===== src/rtl/bwc_pkg.sv =====
// Shared types for the wait-state controller.
package bwc_pkg;
    typedef enum logic [1:0] {
        AT_SRAM  = 2'b00,
        AT_BROM  = 2'b01,
        AT_DRAM  = 2'b10,
        AT_OTHER = 2'b11
    } area_type_e;
endpackage


===== src/rtl/bwc_sync.sv =====
// Two-flop synchronizer for the active-low wait pin.
// Assumes: the pin is asynchronous; resets to the idle (high) level.
module bwc_sync (
    input  logic clk,
    input  logic rst_n,
    input  logic pin_n,
    output logic sync_n
);
    logic s1_q, s2_q;

    // Shift the pin through two stages.
    always_ff @(posedge clk) begin
        if (!rst_n) begin
            s1_q <= 1'b1;
            s2_q <= 1'b1;
        end else begin
            s1_q <= pin_n;
            s2_q <= s1_q;
        end
    end

    assign sync_n = s2_q;
endmodule


===== src/rtl/bwc_policy.sv =====
// Holds the external-wait enable bit. Selects the wait count of the
// addressed pair and decides whether the external wait applies.
// Assumes: N_AREAS is even and a power of two, at least 4.
module bwc_policy
    import bwc_pkg::*;
#(
    parameter int N_AREAS = 8,
    parameter int WAIT_W  = 3,
    localparam int AREA_W  = $clog2(N_AREAS),
    localparam int N_PAIRS = N_AREAS / 2
) (
    input  logic                        clk,
    input  logic                        rst_n,
    input  logic                        hot_rst_n,
    input  logic                        en_we,
    input  logic                        en_d,
    input  logic [AREA_W-1:0]           area,
    input  logic [1:0]                  area_type,
    input  logic                        wr,
    input  logic [N_PAIRS*WAIT_W-1:0]   wait_cfg,
    output logic [WAIT_W-1:0]           wait_sel,
    output logic                        use_ext,
    output logic                        en_q
);
    logic [WAIT_W-1:0] pair_wait [N_PAIRS];
    area_type_e        typ;

    // Split the packed configuration into one count per pair.
    for (genvar g = 0; g < N_PAIRS; g++) begin : g_pair
        assign pair_wait[g] = wait_cfg[g*WAIT_W +: WAIT_W];
    end

    // Enable bit: cleared by cold reset, kept through hot reset.
    always_ff @(posedge clk) begin
        if (!rst_n)
            en_q <= 1'b0;
        else if (hot_rst_n && en_we)
            en_q <= en_d;
    end

    // Pick the pair count and apply the type and direction gating.
    always_comb begin
        typ      = area_type_e'(area_type);
        wait_sel = pair_wait[area[AREA_W-1:1]];
        use_ext  = en_q && ((typ == AT_SRAM) || (typ == AT_BROM && wr));
    end
endmodule


===== src/rtl/bwc_seq.sv =====
// Access sequencer. Loads the count on start, counts it down, then
// waits for the synchronized pin when the external wait applies.
// Assumes: start is ignored while busy.
module bwc_seq #(
    parameter int WAIT_W = 3
) (
    input  logic              clk,
    input  logic              rst_n,
    input  logic              start,
    input  logic [WAIT_W-1:0] wait_sel,
    input  logic              use_ext,
    input  logic              ext_ok,
    output logic              ready,
    output logic              busy
);
    logic [WAIT_W-1:0] cnt_q;
    logic              ext_q;

    // The access ends once the count is spent and the pin, if used, allows it.
    assign ready = busy && (cnt_q == '0) && (!ext_q || ext_ok);

    // Access state: idle, or counting and holding.
    always_ff @(posedge clk) begin
        if (!rst_n) begin
            busy  <= 1'b0;
            cnt_q <= '0;
            ext_q <= 1'b0;
        end else if (!busy) begin
            if (start) begin
                busy  <= 1'b1;
                cnt_q <= wait_sel;
                ext_q <= use_ext;
            end
        end else if (ready) begin
            busy <= 1'b0;
        end else if (cnt_q != '0) begin
            cnt_q <= cnt_q - 1'b1;
        end
    end
endmodule


===== src/rtl/bus_wait_ctrl.sv =====
// Bus wait-state insertion controller (top). Each pair of areas has a
// programmable wait count. A gated external wait pin can extend the cycle.
// Assumes: synchronous active-low cold (rst_n) and hot (hot_rst_n) resets.
module bus_wait_ctrl #(
    parameter int N_AREAS = 8,
    parameter int WAIT_W  = 3,
    localparam int AREA_W  = $clog2(N_AREAS),
    localparam int N_PAIRS = N_AREAS / 2
) (
    input  logic                      clk,
    input  logic                      rst_n,
    input  logic                      hot_rst_n,
    input  logic                      start,
    input  logic [AREA_W-1:0]         area,
    input  logic [1:0]                area_type,
    input  logic                      wr,
    input  logic                      ext_wait_n,
    input  logic [N_PAIRS*WAIT_W-1:0] wait_cfg,
    input  logic                      en_we,
    input  logic                      en_d,
    output logic                      ready,
    output logic                      busy
);
    logic              any_rst_n;
    logic              sync_n;
    logic [WAIT_W-1:0] wait_sel;
    logic              use_ext;
    logic              en_q;

    assign any_rst_n = rst_n & hot_rst_n;

    bwc_sync u_sync (
        .clk    (clk),
        .rst_n  (any_rst_n),
        .pin_n  (ext_wait_n),
        .sync_n (sync_n)
    );

    bwc_policy #(.N_AREAS(N_AREAS), .WAIT_W(WAIT_W)) u_policy (
        .clk       (clk),
        .rst_n     (rst_n),
        .hot_rst_n (hot_rst_n),
        .en_we     (en_we),
        .en_d      (en_d),
        .area      (area),
        .area_type (area_type),
        .wr        (wr),
        .wait_cfg  (wait_cfg),
        .wait_sel  (wait_sel),
        .use_ext   (use_ext),
        .en_q      (en_q)
    );

    bwc_seq #(.WAIT_W(WAIT_W)) u_seq (
        .clk      (clk),
        .rst_n    (any_rst_n),
        .start    (start),
        .wait_sel (wait_sel),
        .use_ext  (use_ext),
        .ext_ok   (sync_n),
        .ready    (ready),
        .busy     (busy)
    );
endmodule


===== config.mk =====
export PLATFORM = sky130hd
export DESIGN_NAME = bus_wait_ctrl
export DESIGN_NICKNAME = d
export VERILOG_FILES = /design/src/rtl/bwc_pkg.sv /design/src/rtl/bwc_sync.sv /design/src/rtl/bwc_policy.sv /design/src/rtl/bwc_seq.sv /design/src/rtl/bus_wait_ctrl.sv
export SDC_FILE = /design/constraint.sdc
export NUM_CORES = 1
export LEC_CHECK = 0
export ABC_AREA = 1
export BUFFER_PORTS_ARGS = -buffer_cell sky130_fd_sc_hd__buf_2
export CAP_MARGIN = 20
export CORE_MARGIN = 1
export CORE_UTILIZATION = 38
export DETAILED_ROUTE_END_ITERATION = 10
export PLACE_DENSITY = 0.72
export SLEW_MARGIN = 20
export SYNTH_ARGS = -nofsm -noshare
export SYNTH_HDL_FRONTEND = slang
export SYNTH_SLANG_ARGS = --single-unit

===== constraint.sdc =====
create_clock -name clk -period 1 [get_ports clk]
set_input_delay 0.15 -clock clk [delete_from_list [all_inputs] [get_ports clk]]
set_output_delay 0.15 -clock clk [all_outputs]
set_load 0.03 [all_outputs]

==> results.yml <==
cts:
  htree_levels: 1
  cts_num_sinks: 8
  cts_buffer_depth: 2
  cts-root-buf: "clkbuf_4"
  clk_pin_slew_worst_paths_ps: 50
  clock_latency_ps: 250
  cts_made_buffers: 3
  cts_tree: "done"
routing:
  totalWireLength_um: 1310
  vias_per_cell: 4.79
  vias: 642
  firstDrtPassIters: 4
  drcViolationCount: 0
  ant_nets: 0
  wire_per_inst_um: 9.75
  drt-initial-drc-count: 7
final_layout:
  drive_gt1_share_pct: 45.8
  final_net_count: 149
  insertedDiodeCount: 0
  area_growth_pct: 59.5
  final_common_cell: "buf_2"
  fillers: 99
  most-common-layout-cells: "buf_2, nand2_1, inv_1"
  stdcell_area_sq_um: 812
place:
  gp_congestion: 0.711
  hpwl_um: 866
  place_area_sq_um: 702
  portBuffers: 25
power:
  power_leakage_uw: 0.000451
  power_density_nw_per_um2: 1010
  p_clk_share_pct: 29.0
  p_int_uw: 591
  pwr-share-comb_pct: 29.5
  power_switching_uw: 233
  seq_power_share_pct: 41.5
  finalPower_uw: 823
  p_sw_share_pct: 28.3
  max-vdd-ir-drop_mv: 0.627
die:
  die_x_um: 38.6
  num_rows: 12
  die_area_sq_um: 1490
  core_area_sq_um: 1170
  initial_core_util_pct: 43.5
  die_h_um: 38.6
  ioPinCount: 27
timing:
  period_needed_ps: 1290
  tightest_slew_ps: 244
  max_freq_ghz: 0.775
  fin_crit_sh_pct: 129
  timing_hold_violations_final: 0
  rsz0062_at_grt: "true"
  finalSetupViolations: 5
  fin_ws_ps: -290
  relSlewSlack_pct: 83.7
  report.final.slew_viol_count: 0
  clock_skew_ps: 3.12
  fin_hold_ws_ps: 85.0
worst_hold_path:
  hold_class: "in2reg"
  hold_path_depth: 2
  min_to: "u_sync.s1_q$_SDFF_PN1_"
  worstHoldStart: "ext_wait_n"
logic_synthesis:
  synth_xor_area_share_pct: 0
  ys_types: 17
  syn_area_sq_um: 509
  yosysWarnings: 0
  synth_compound_area_share_pct: 14.0
  synth_simple_gate_area_share_pct: 35.6
  synth_top_family_by_area: "simple AND/OR/NAND/NOR gates"
  synthAdderAreaFrac_pct: 4.91
  synth.area.mux_share_pct: 0
  synthCells: 83
  ys_ff_latch: 8
  yosysSeqAreaShare_pct: 31.4
  synth_nets: 110
  avgSynthCellArea_sq_um: 6.14
global_route:
  overflow: 0
  grt_first_pass_wirelength_um: 1930
  grt_max_degree: 9
  grt_antenna_before_repair: 0
  grt_pass1_vias: 528
  grtUsageTotal_pct: 18.7
setup_path:
  worstPathRequired_ps: 850
  cp_data_arrival_time_ps: 1140
  cp_max_fo: 2
  cp_slowest_cell: "dfxtp_2"
  r2r-end: "u_seq.cnt_q[2]$_SDFFE_PN0P_"
  cp.buffers_inverters: 2
  cp_top_family: "flip-flops"
  critPathLaunchType: "flip-flop"
  cp_cell_sequence: "inv_2 -> ha_4 -> nand3_4 -> a21oi_4 -> buf_6"
  critPathMaxStageDelay_ps: 320
  setup.worst_path.class: "reg2out"
  reg2reg_depth: 10
  cp.depth: 5
  rr_startpoint: "u_seq.cnt_q[0]$_SDFFE_PN0P_"
  critPathCaptureType: "output port"
  r2r_setup_slack_ps: -250
run_status:
  violations: "setup timing"
  status: "finished with violations"
flow_run:
  max-cap-violations: 0
worst max path at each step:
stage | slack [ps] | start | end
after global placement | -110 | u_seq.cnt_q[1]$_SDFFE_PN0P_ | ready
after CTS | -280 | u_seq.cnt_q[0]$_SDFFE_PN0P_ | ready
after floorplan | -60 | u_seq.cnt_q[1]$_SDFFE_PN0P_ | u_seq.busy$_SDFF_PN0_
after global routing | -360 | u_seq.cnt_q[1]$_SDFFE_PN0P_ | u_seq.cnt_q[2]$_SDFFE_PN0P_
after detailed placement | -120 | u_seq.cnt_q[1]$_SDFFE_PN0P_ | ready
final | -290 | u_seq.cnt_q[1]$_SDFFE_PN0P_ | ready
power by group through the flow:
stage / logic, uW / clock network, uW / registers (uW)
global placement: 190 / 0 / 348
CTS: 221 / 249 / 341
finish: 243 / 238 / 342
floorplan: 111 / 0 / 352
detailed placement: 194 / 0 / 349
global route: 271 / 268 / 343
metrics by stage:
step	setup slack, ps	TNS, ps	cells	util [%]
6_report	-290	-912	134	69.3
5_1_grt	-364	-1260	134	69.3
4_1_cts	-284	-674	132	67.1
3_5_place_dp	-123	-462	126	59.9
3_3_place_gp	-106	-363	126	59.9
2_1_floorplan	-64.3	-83.7	83	-
flip-flops by register name, indices dropped and copies added, names as in the netlist:
name           cells
u_seq.cnt_q        3
u_policy.en_q      1
u_seq.busy         1
u_seq.ext_q        1
u_sync.s1_q        1
u_sync.sync_n      1
worst reg2reg max path, cell delays in order (launching register included):
cell,delay (ps)
dfxtp_2,330
inv_2,50
buf_4,130
ha_1,210
inv_1,60
nand2_1,50
nand3_1,90
nand2_1,60
inv_1,60
nand2_1,60
a21oi_2,110
synth_stat cells:
library cell / instances / share of area (%)
a21oi_1: 7 / 6.9
a21oi_2: 1 / 1.7
buf_4: 1 / 1.5
dfxtp_1: 8 / 31
ha_1: 2 / 4.9
inv_1: 15 / 11
inv_2: 2 / 1.5
nand2_1: 23 / 17
nand2_2: 1 / 1.2
nand3_1: 8 / 7.9
nand4_1: 1 / 1.2
nor2_1: 5 / 3.7
nor3_1: 1 / 0.98
o211ai_1: 1 / 1.5
o21ai_0: 4 / 3.9
or2_1: 1 / 1.2
or2_2: 2 / 2.5
layer usage:
metal  vias up  global-route usage [%]  wire length, um
met5         -                       0                0
met4         0                    2.59                0
met3         0                    8.67               81
met2        17                    31.7              689
met1       289                    21.8              535
li1        336                       -                -
logic make-up (layout without fill, tap and decap cells):
logic type,after synthesis,after routing
and+or+nand+nor,42,42
buffers and inverters,18,55
AOI/OAI and AO/OA,13,13
DFF,8,8
adders and majority gates,2,2
timing repair:
item | in CTS | in global routing
resized for setup | 12 | 4
endpoints found under the hold margin | 0 | 0
hold buffers | 0 | 0
endpoints found under the setup margin | 6 | 6
pin swaps | 3 | 1
buffers inserted | 3 | 2
final cells by class:
class	instances	area, sq um	share of cell area, %
clock buffers	3	22.5	2.77
inverters	17	63.8	7.86
multi-input cells	57	325	40.1
flip-flops and latches	8	166	20.5
well taps	14	17.5	2.16
repair buffers	35	216	26.7
Power figures use the tool's default switching activity.
